`src/rtl/optrom_pkg.sv`:
```
package optrom_pkg;
   localparam int CFG_W    = 32;
   localparam int LANES    = CFG_W / 8;
   localparam int BASE_LSB = 11;          // lowest bit position that can hold base address
   localparam int MIN_LOG2 = 11;          // 2 KB
   localparam int MAX_LOG2 = 24;          // 16 MB

   function automatic bit size_ok(input longint unsigned bytes);
      return (bytes >= (64'd1 << MIN_LOG2)) && (bytes <= (64'd1 << MAX_LOG2)) &&
             ((bytes & (bytes - 1)) == 0);
   endfunction

   // bits software may change: enable bit plus base bits above the window size
   function automatic logic [CFG_W-1:0] writable_mask(input int log2_size);
      logic [CFG_W-1:0] m;
      m = '0;
      for (int b = 0; b < CFG_W; b++)
         if (b >= log2_size) m[b] = 1'b1;
      m[0] = 1'b1;
      return m;
   endfunction

   function automatic logic [CFG_W-1:0] window_mask(input int log2_size);
      logic [CFG_W-1:0] m;
      m = '0;
      for (int b = 0; b < CFG_W; b++)
         if (b >= log2_size) m[b] = 1'b1;
      return m;
   endfunction
endpackage

```
`src/rtl/optrom_lane.sv`:
```
module optrom_lane #(
   parameter logic [7:0] LANE_MASK = 8'hFF
) (
   input  logic       clk,
   input  logic       rst_n,
   input  logic       wr_en,
   input  logic [7:0] wdata,
   output logic [7:0] q
);
   logic [7:0] q_r;

   always_ff @(posedge clk or negedge rst_n) begin
      if (!rst_n)
         q_r <= '0;
      else if (wr_en)
         q_r <= (q_r & ~LANE_MASK) | (wdata & LANE_MASK);
   end

   assign q = q_r & LANE_MASK;
endmodule

```
`src/rtl/optrom_decode.sv`:
```
module optrom_decode #(
   parameter int ADDR_W = 32,
   parameter logic [ADDR_W-1:0] WIN_MASK = '1
) (
   input  logic              enable,
   input  logic [ADDR_W-1:0] base,
   input  logic [ADDR_W-1:0] addr,
   output logic              hit
);
   logic same_window;

   assign same_window = ((addr ^ base) & WIN_MASK) == '0;
   assign hit         = enable & same_window;
endmodule

```
`src/rtl/optrom_window.sv`:
```
module optrom_window
   import optrom_pkg::*;
#(
   parameter longint unsigned ROM_BYTES = 64'd65536
) (
   input  logic             clk,
   input  logic             rst_n,
   input  logic             cfg_wr,
   input  logic [LANES-1:0] cfg_be,
   input  logic [CFG_W-1:0] cfg_wdata,
   output logic [CFG_W-1:0] cfg_rdata,
   input  logic [CFG_W-1:0] bus_addr,
   output logic             rom_hit
);
   localparam int SIZE_LOG2 = $clog2(ROM_BYTES);
   localparam logic [CFG_W-1:0] WR_MASK  = writable_mask(SIZE_LOG2);
   localparam logic [CFG_W-1:0] WIN_MASK = window_mask(SIZE_LOG2);

   generate
      if (!size_ok(ROM_BYTES)) begin : g_bad_size
         $error("optrom_window: ROM_BYTES must be a power of two from 2 KB to 16 MB");
      end
   endgenerate

   logic [CFG_W-1:0] reg_value;

   generate
      for (genvar ln = 0; ln < LANES; ln++) begin : g_lane
         optrom_lane #(
            .LANE_MASK (WR_MASK[ln*8 +: 8])
         ) u_lane (
            .clk   (clk),
            .rst_n (rst_n),
            .wr_en (cfg_wr & cfg_be[ln]),
            .wdata (cfg_wdata[ln*8 +: 8]),
            .q     (reg_value[ln*8 +: 8])
         );
      end
   endgenerate

   assign cfg_rdata = reg_value;

   optrom_decode #(
      .ADDR_W   (CFG_W),
      .WIN_MASK (WIN_MASK)
   ) u_decode (
      .enable (reg_value[0]),
      .base   (reg_value),
      .addr   (bus_addr),
      .hit    (rom_hit)
   );
endmodule

```
`config.mk`:
```
export PLATFORM = sky130hd
export DESIGN_NAME = optrom_window
export DESIGN_NICKNAME = d
export VERILOG_FILES = /design/src/rtl/optrom_pkg.sv /design/src/rtl/optrom_lane.sv /design/src/rtl/optrom_decode.sv /design/src/rtl/optrom_window.sv
export SDC_FILE = /design/constraint.sdc
export NUM_CORES = 1
export LEC_CHECK = 0
export ABC_AREA = 1
export ABC_CLOCK_PERIOD_IN_PS = 1700
export BUFFER_PORTS_ARGS = -buffer_cell sky130_fd_sc_hd__buf_2
export CELL_PAD_IN_SITES_DETAIL_PLACEMENT = 1
export CELL_PAD_IN_SITES_GLOBAL_PLACEMENT = 1
export CORE_ASPECT_RATIO = 2
export CORE_MARGIN = 4
export CORE_UTILIZATION = 24
export DETAILED_ROUTE_END_ITERATION = 10
export PLACE_DENSITY = 0.94
export RECOVER_POWER = 50
export SLEW_MARGIN = 20
export SYNTH_ARGS = -nofsm -noshare
export SYNTH_HDL_FRONTEND = slang
export SYNTH_SLANG_ARGS = --single-unit
```
`constraint.sdc`:
```
create_clock -name clk -period 1.7 [get_ports clk]
set_clock_uncertainty 0.05 [all_clocks]
set_input_delay 0.34 -clock clk [delete_from_list [all_inputs] [get_ports clk]]
set_output_delay 0.34 -clock clk [all_outputs]
set_load 0.02 [all_outputs]
```
==> results of run 1 <==
## synthesized netlist by cell type
library cell / number / area share (%)
inv_1: 27 / 9.4
conb_1: 1 / 0.35
nand3_1: 2 / 0.93
a21oi_1: 10 / 4.6
buf_4: 17 / 12
mux2_4: 4 / 5.6
xor2_1: 1 / 0.81
o22ai_1: 2 / 1.2
xnor2_1: 1 / 0.81
buf_6: 1 / 1.0
dfrtp_1: 17 / 39
nand2_2: 1 / 0.58
o21ai_0: 3 / 1.4
nor2_1: 17 / 5.9
mux2_2: 4 / 4.2
nand2_1: 34 / 12
## power breakdown
| group | switching, W | internal [W] | total (W) |
|---|---|---|---|
| clock | 0.000139 | 0.000166 | 0.000305 |
| sequential | 0.0000443 | 0.000460 | 0.000504 |
| combinational | 0.000239 | 0.000145 | 0.000384 |
## flip-flops by register name, summed over array words and instances (netlist names)
name and cells:
g_lane.u_lane.q 16, g_lane.u_lane.q_r 1
## routing by layer
layer | part of all wire [%] | global-route usage, % | vias to the layer above
met3 | 6.0 | 1.38 | 2
met2 | 59 | 21.7 | 41
met4 | 0.82 | 4.49 | 0
met1 | 34 | 10.5 | 492
li1 | - | - | 511
met5 | 0 | 0 | -
## metrics by stage
stage / hold WS (ps) / util [%] / total power (W) / std cells
after floorplan: -5.59 / - / 0.000786 / 156
after global placement: 255 / 31.0 / 0.000894 / 249
after detailed placement: 253 / 31.0 / 0.000911 / 249
after CTS: 262 / 32.6 / 0.00123 / 255
after global routing: 269 / 32.0 / 0.00128 / 255
final: 256 / 32.0 / 0.00119 / 255
## cells by family after synthesis
| kind of cell | share of synthesized area, % |
|---|---|
| xor+xnor | 1.63 |
| mux | 9.76 |
| buf+inv | 22.3 |
| flops | 39.5 |
| other cells | 0.348 |
| compound gates | 7.20 |
| simple gates | 19.3 |
## cell type report
| cell class | count | area share (%) |
|---|---|---|
| multi-input cells | 94 | 32.3 |
| flip-flops and latches | 17 | 30.6 |
| repair buffers | 59 | 21.7 |
| inverters | 27 | 7.29 |
| well taps | 54 | 4.86 |
| clock buffers | 4 | 3.24 |
## cell usage in the layout, fill, tap and decap left out
| cell | instances |
|---|---|
| clkbuf_8 | 3 |
| buf_2 | 53 |
| o22ai_1 | 2 |
| a21oi_1 | 10 |
| dfrtp_1 | 17 |
| xor2_1 | 1 |
| conb_1 | 15 |
| nor2_1 | 16 |
| mux2_2 | 4 |
| inv_1 | 25 |
| inv_2 | 2 |
| clkbuf_1 | 4 |
| o21ai_0 | 3 |
| nand2_1 | 35 |
| nor2_2 | 1 |
| nand3_1 | 2 |
| dlygate4sd3_1 | 1 |
| xnor2_1 | 1 |
| mux2_1 | 4 |
| buf_4 | 2 |
## worst paths after layout
check | start | end | slack, ps | cells past startpoint
min in group asynchronous | rst_n | g_lane[2].u_lane.q[7] | 730 | 2
worst max register to register | g_lane[2].u_lane.q[0] | g_lane[2].u_lane.q[0] | 740 | 2
worst min-delay path | cfg_wdata[28] | g_lane[3].u_lane.q[4] | 260 | 2
worst min register to register | g_lane[0].u_lane.q_r[0] | g_lane[0].u_lane.q_r[0] | 500 | 2
max in group asynchronous | rst_n | g_lane[3].u_lane.q[1] | 260 | 2
worst max-delay path | g_lane[3].u_lane.q[2] | rom_hit | -0.6 | 7
## repair_timing
action / 4_1_cts / 5_1_grt
pin swaps: 1 / 3
resized for setup: 2 / 2
buffers inserted: 1 / 0
hold buffers: 1 / 0
setup endpoints to repair: 1 / 1
gates cloned: 0 / 0
hold endpoints to repair: 17 / 0
==> reports/qor.csv, run 1 <==
stage,metric,value,unit
cts,TritonCTS Buffers,3,
drt,drt pass-1 iters,2,
timing,worst-margin pin slew,1010,ps
finish,Multi-input gate area,449,µm²
logic_synthesis,"flops & latches, synth",17,
placement,Port Buffer Count,56,
logic_synthesis,Ys Warns,0,
grt,initial antenna violation count,0,
critical_path,Setup crit end kind,output pin,
cts,clock latency on the worst-skew pair,250,ps
logic_synthesis,post-synthesis cell count,142,
critical_path,Worst EP required,1310,ps
die,I/O pin total,104,
finish,area grow syn2layout,29.0,%
timing,relative slew slack,32.7,%
cts,Clock Path Buffers,2,
timing,Final WS setup,-0.639,ps
drt,Via density,4.10,
timing,aggregate negative setup slack,-0.639,ps
timing,Final Hold Viols,0,
finish,share of post-route cells with drive strength above 1,32.3,%
timing,RSZ-0062 raised after global routing,yes,
logic_synthesis,Netlist cell types,16,
logic_synthesis,synthesized area,0.00108,mm²
timing,Peak Freq,588,MHz
power,Lkg Pwr,0.822,nW
grt,first-pass GRT wire length,4.76,mm
drt,# DRC,0,
finish,count of fill cells added during filler insertion,595,
die,row cnt,34,
cts,CTS tree,done,
critical_path,crit-path leading delay family,simple AND/OR/NAND/NOR gates,
hold_path,HP Class,primary input to flip-flop,
cts,H-tree levels,1,
timing,min cycle time layout,1700,ps
finish,n_diodes,0,
finish,final net count,273,
logic_synthesis,post-synthesis sequential area ratio,39.5,%
die,Core Region,0.00434,mm²
grt,vias in the first global route,1121,
timing,"Slew Viols, Final",0,
run,max_cap viols,0,
timing,final critical-path share of the clock period,100,%
placement,placed cell areas,0.00135,mm²
drt,Detailed Route WL,3.04,mm
critical_path,"slowest stage cell, crit path",dfrtp_1,
die,initial core utilization,24.8,%
die,die area,0.00569,mm²
finish,"Design Area, Final",0.00139,mm²
cts,Clock transition at path regs,70,ps
critical_path,critical path peak fanout,3,
grt,largest net degree at the start of global routing,18,
critical_path,Bufs and invs on worst path,2,
finish,register area,425,µm²
cts,Clock Tree Root,clkbuf_8,
cts,CTS sink cnt,17,
outcome,failing checks,negative setup slack,
die,DIE HEIGHT,103,µm
critical_path,"Arr. time, crit path",1310,ps
placement,Routability Congestion,0.678,
critical_path,crit-path max cell delay,350,ps
timing,Final Setup Violations,1,
logic_synthesis,"Avg Cell Area, Syn",7.59,µm²
placement,DP Worst Slack,152,ps
power,Pwr per Cell Area,858,mW/mm²
placement,HPWL after DPL,2.63,mm
drt,Antenna Violating Nets Remaining,0,
drt,initial DRC count,16,
critical_path,Crit Path Category,flip-flop to output pin,
power,worst vdd ir,0.495,mV
grt,GRT Total Usage,10.7,%
critical_path,cell mode on critical path,nor2_1,
critical_path,crit path cell chain,"inv_1, nand2_1, o21ai_0, nor2_1, nand3_1, nor2_1, buf_4",
die,Die Wd,55.4,µm
drt,routed len/inst,11.9,µm
critical_path,CP Launch Type,flip-flop,
drt,Via Count,1046,
outcome,status,"finished, violations left",
grt,total congestion overflow,0,
No activity file was read; power rests on OpenSTA's default activity.
==> run 2, diff against run 1 <==
CELL_PAD_IN_SITES_DETAIL_PLACEMENT = not set   (was 1)
CELL_PAD_IN_SITES_GLOBAL_PLACEMENT = not set   (was 1)
CORE_UTILIZATION = 39   (was 24)
PLACE_DENSITY = 0.95   (was 0.94)
==> run 2 against run 1 <==
- the run still ends with negative setup slack left
- routed wire length decreased by 13%
- final area down 0.90%
- via count decreased by 5.1%
- critical path depth down 1
- first-iteration DRC count fell by 56%
- non-clock buffer count grew 2
- cell count shrank 9.4%
- count of clock-buffer cells in the layout down 1
- clock power decreased by 3%
- worst setup slack worse by 13 ps
- highest routed layer unchanged
==> reports/qor.csv, run 2 (synthesis gave the netlist of run 1 again) <==
stage,metric,value,unit,change
outcome,status,"finished, violations left",,
power,worst vdd ir,0.525,mV,+6.1%
power,Lkg Pwr,0.836,nW,+1.8%
drt,drt pass-1 iters,3,,+1
critical_path,critical path peak fanout,2,,-1
finish,"leading cell types in the layout, fill and taps excluded","53 x buf_2, 35 x nand2_1, 23 x inv_1",,
placement,HPWL after DPL,2.17,mm,-17%
timing,"Slew Viols, Final",0,,unchanged
die,Die Wd,45.2,µm,-18%
critical_path,Worst EP required,1310,ps,about the same
placement,Routability Congestion,0.707,,+4.2%
critical_path,crit path cell chain,"xnor2_1, nand2_1, nor2_2, nand3_1, nor2_1, buf_4",,
grt,largest net degree at the start of global routing,18,,unchanged
timing,Final WS setup,-14.0,ps,-13.4 ps
cts,TritonCTS Buffers,3,,unchanged
critical_path,Setup crit end kind,output pin,,
drt,Via Count,993,,-5.1%
die,DIE HEIGHT,82.3,µm,-20%
finish,area grow syn2layout,27.9,%,
timing,relative slew slack,36.3,%,+3.7 points
placement,Port Buffer Count,56,,unchanged
timing,min cycle time layout,1710,ps,+13.4 ps
drt,Via density,4.30,,+4.8%
finish,n_diodes,0,,unchanged
outcome,failing checks,negative setup slack,,
power,Pwr per Cell Area,865,mW/mm²,+0.81%
critical_path,"Arr. time, crit path",1320,ps,about the same
grt,first-pass GRT wire length,3.88,mm,-19%
timing,Final Hold Viols,0,,unchanged
critical_path,"slowest stage cell, crit path",dfrtp_1,,
cts,H-tree levels,1,,unchanged
critical_path,crit-path max cell delay,390,ps,+40 ps
grt,GRT Total Usage,14.5,%,+3.8 points
drt,Detailed Route WL,2.63,mm,-13%
grt,total congestion overflow,0,,unchanged
drt,# DRC,0,,unchanged
timing,aggregate negative setup slack,-14.0,ps,-13.4 ps
cts,clock latency on the worst-skew pair,250,ps,about the same
cts,Clock Tree Root,clkbuf_8,,
power,Power Total,0.00119,W,about the same
timing,Final Setup Violations,1,,unchanged
finish,final net count,275,,+0.73%
drt,routed len/inst,11.4,µm,-4.3%
finish,"most common cell after layout, fill and taps aside",buf_2,,
finish,max reg flops,16,,unchanged
die,initial core utilization,41.4,%,+17 points
critical_path,Crit Path Category,flip-flop to output pin,,
finish,share of post-route cells with drive strength above 1,35.0,%,+2.6 points
drt,initial DRC count,7,,-9
cts,CTS sink cnt,17,,unchanged
critical_path,CP Launch Type,flip-flop,,
run,max_cap viols,0,,unchanged
drt,Antenna Violating Nets Remaining,0,,unchanged
die,Core Region,0.00260,mm²,-40%
die,die area,0.00372,mm²,-35%
grt,initial antenna violation count,0,,unchanged
cts,CTS tree,done,,
die,I/O pin total,104,,unchanged
grt,vias in the first global route,931,,-17%
cts,Clock Path Buffers,2,,unchanged
die,row cnt,26,,-24%
timing,final critical-path share of the clock period,101,%,+0.79 points
timing,Peak Freq,583,MHz,-0.78%
cts,Clock transition at path regs,70,ps,about the same
hold_path,HP Class,primary input to flip-flop,,
timing,RSZ-0062 raised after global routing,yes,,
timing,worst-margin pin slew,955,ps,-55.2 ps
placement,DP Worst Slack,166,ps,+13.7 ps
==> run 2: power breakdown <==
group / switching, W / leakage (nW) / internal, W
sequential: 0.0000455 / 0.192 / 0.000460
combinational: 0.000237 / 0.619 / 0.000155
clock: 0.000132 / 0.0255 / 0.000162
==> run 2: metrics by stage <==
step / instances / area (µm²) / util [%] / hold WS (ps)
2_1_floorplan: 156 / 1130 / - / -5.59
3_3_place_gp: 223 / 1310 / 50.5 / 237
3_5_place_dp: 223 / 1310 / 50.5 / 243
4_1_cts: 229 / 1380 / 53.1 / 266
5_1_grt: 231 / 1380 / 52.9 / 258
6_report: 231 / 1380 / 52.9 / 252
==> run 2: metal layers <==
layer	share of wire (%)	vias to the layer above	wire (µm)	global-route usage (%)
met2	59	36	1570	28.4
met3	6.8	2	179	2.17
met5	0	-	0	0
li1	-	515	-	-
met1	33	440	860	13.6
met4	1.1	0	28	7.04
==> run 2: area by class of cell <==
class                      instances  area [µm²]
clock buffer                       3        41.3
clock inverter                     1        5.00
fill                             286        1220
inverter                          27         101
multi-input combinational         94         453
sequential                        17         425
tap                               28        35.0
timing repair buffer              61         317
==> run 2: path summary, 6_finish.rpt <==
path                                          from                       to  slack (ps)  cells past startpoint
hold / removal                       cfg_wdata[28]    g_lane[3].u_lane.q[4]         250                      2
min in group asynchronous                    rst_n    g_lane[2].u_lane.q[2]         710                      2
hold reg to reg            g_lane[0].u_lane.q_r[0]  g_lane[0].u_lane.q_r[0]         490                      2
max in group asynchronous                    rst_n    g_lane[3].u_lane.q[0]         300                      2
setup reg to reg             g_lane[3].u_lane.q[1]    g_lane[3].u_lane.q[1]         750                      2
setup / recovery             g_lane[2].u_lane.q[0]                  rom_hit         -10                      6
==> run 2: repair_timing <==
action                                  CTS  global route
hold buffers                              1             0
endpoints found under the setup margin    1             1
pin swaps                                 1             8
setup buffers                             1             2
hold endpoints to repair                 17             0
gates resized for setup                   2             4
==> run 2: worst max-delay path, delay by kind of cell, from the launching register on <==
kind | cells | cell delay [ps]
XOR/XNOR | 1 | 160
flip-flops | 1 | 390
AND/OR/NAND/NOR | 4 | 370
buffers and inverters | 1 | 150
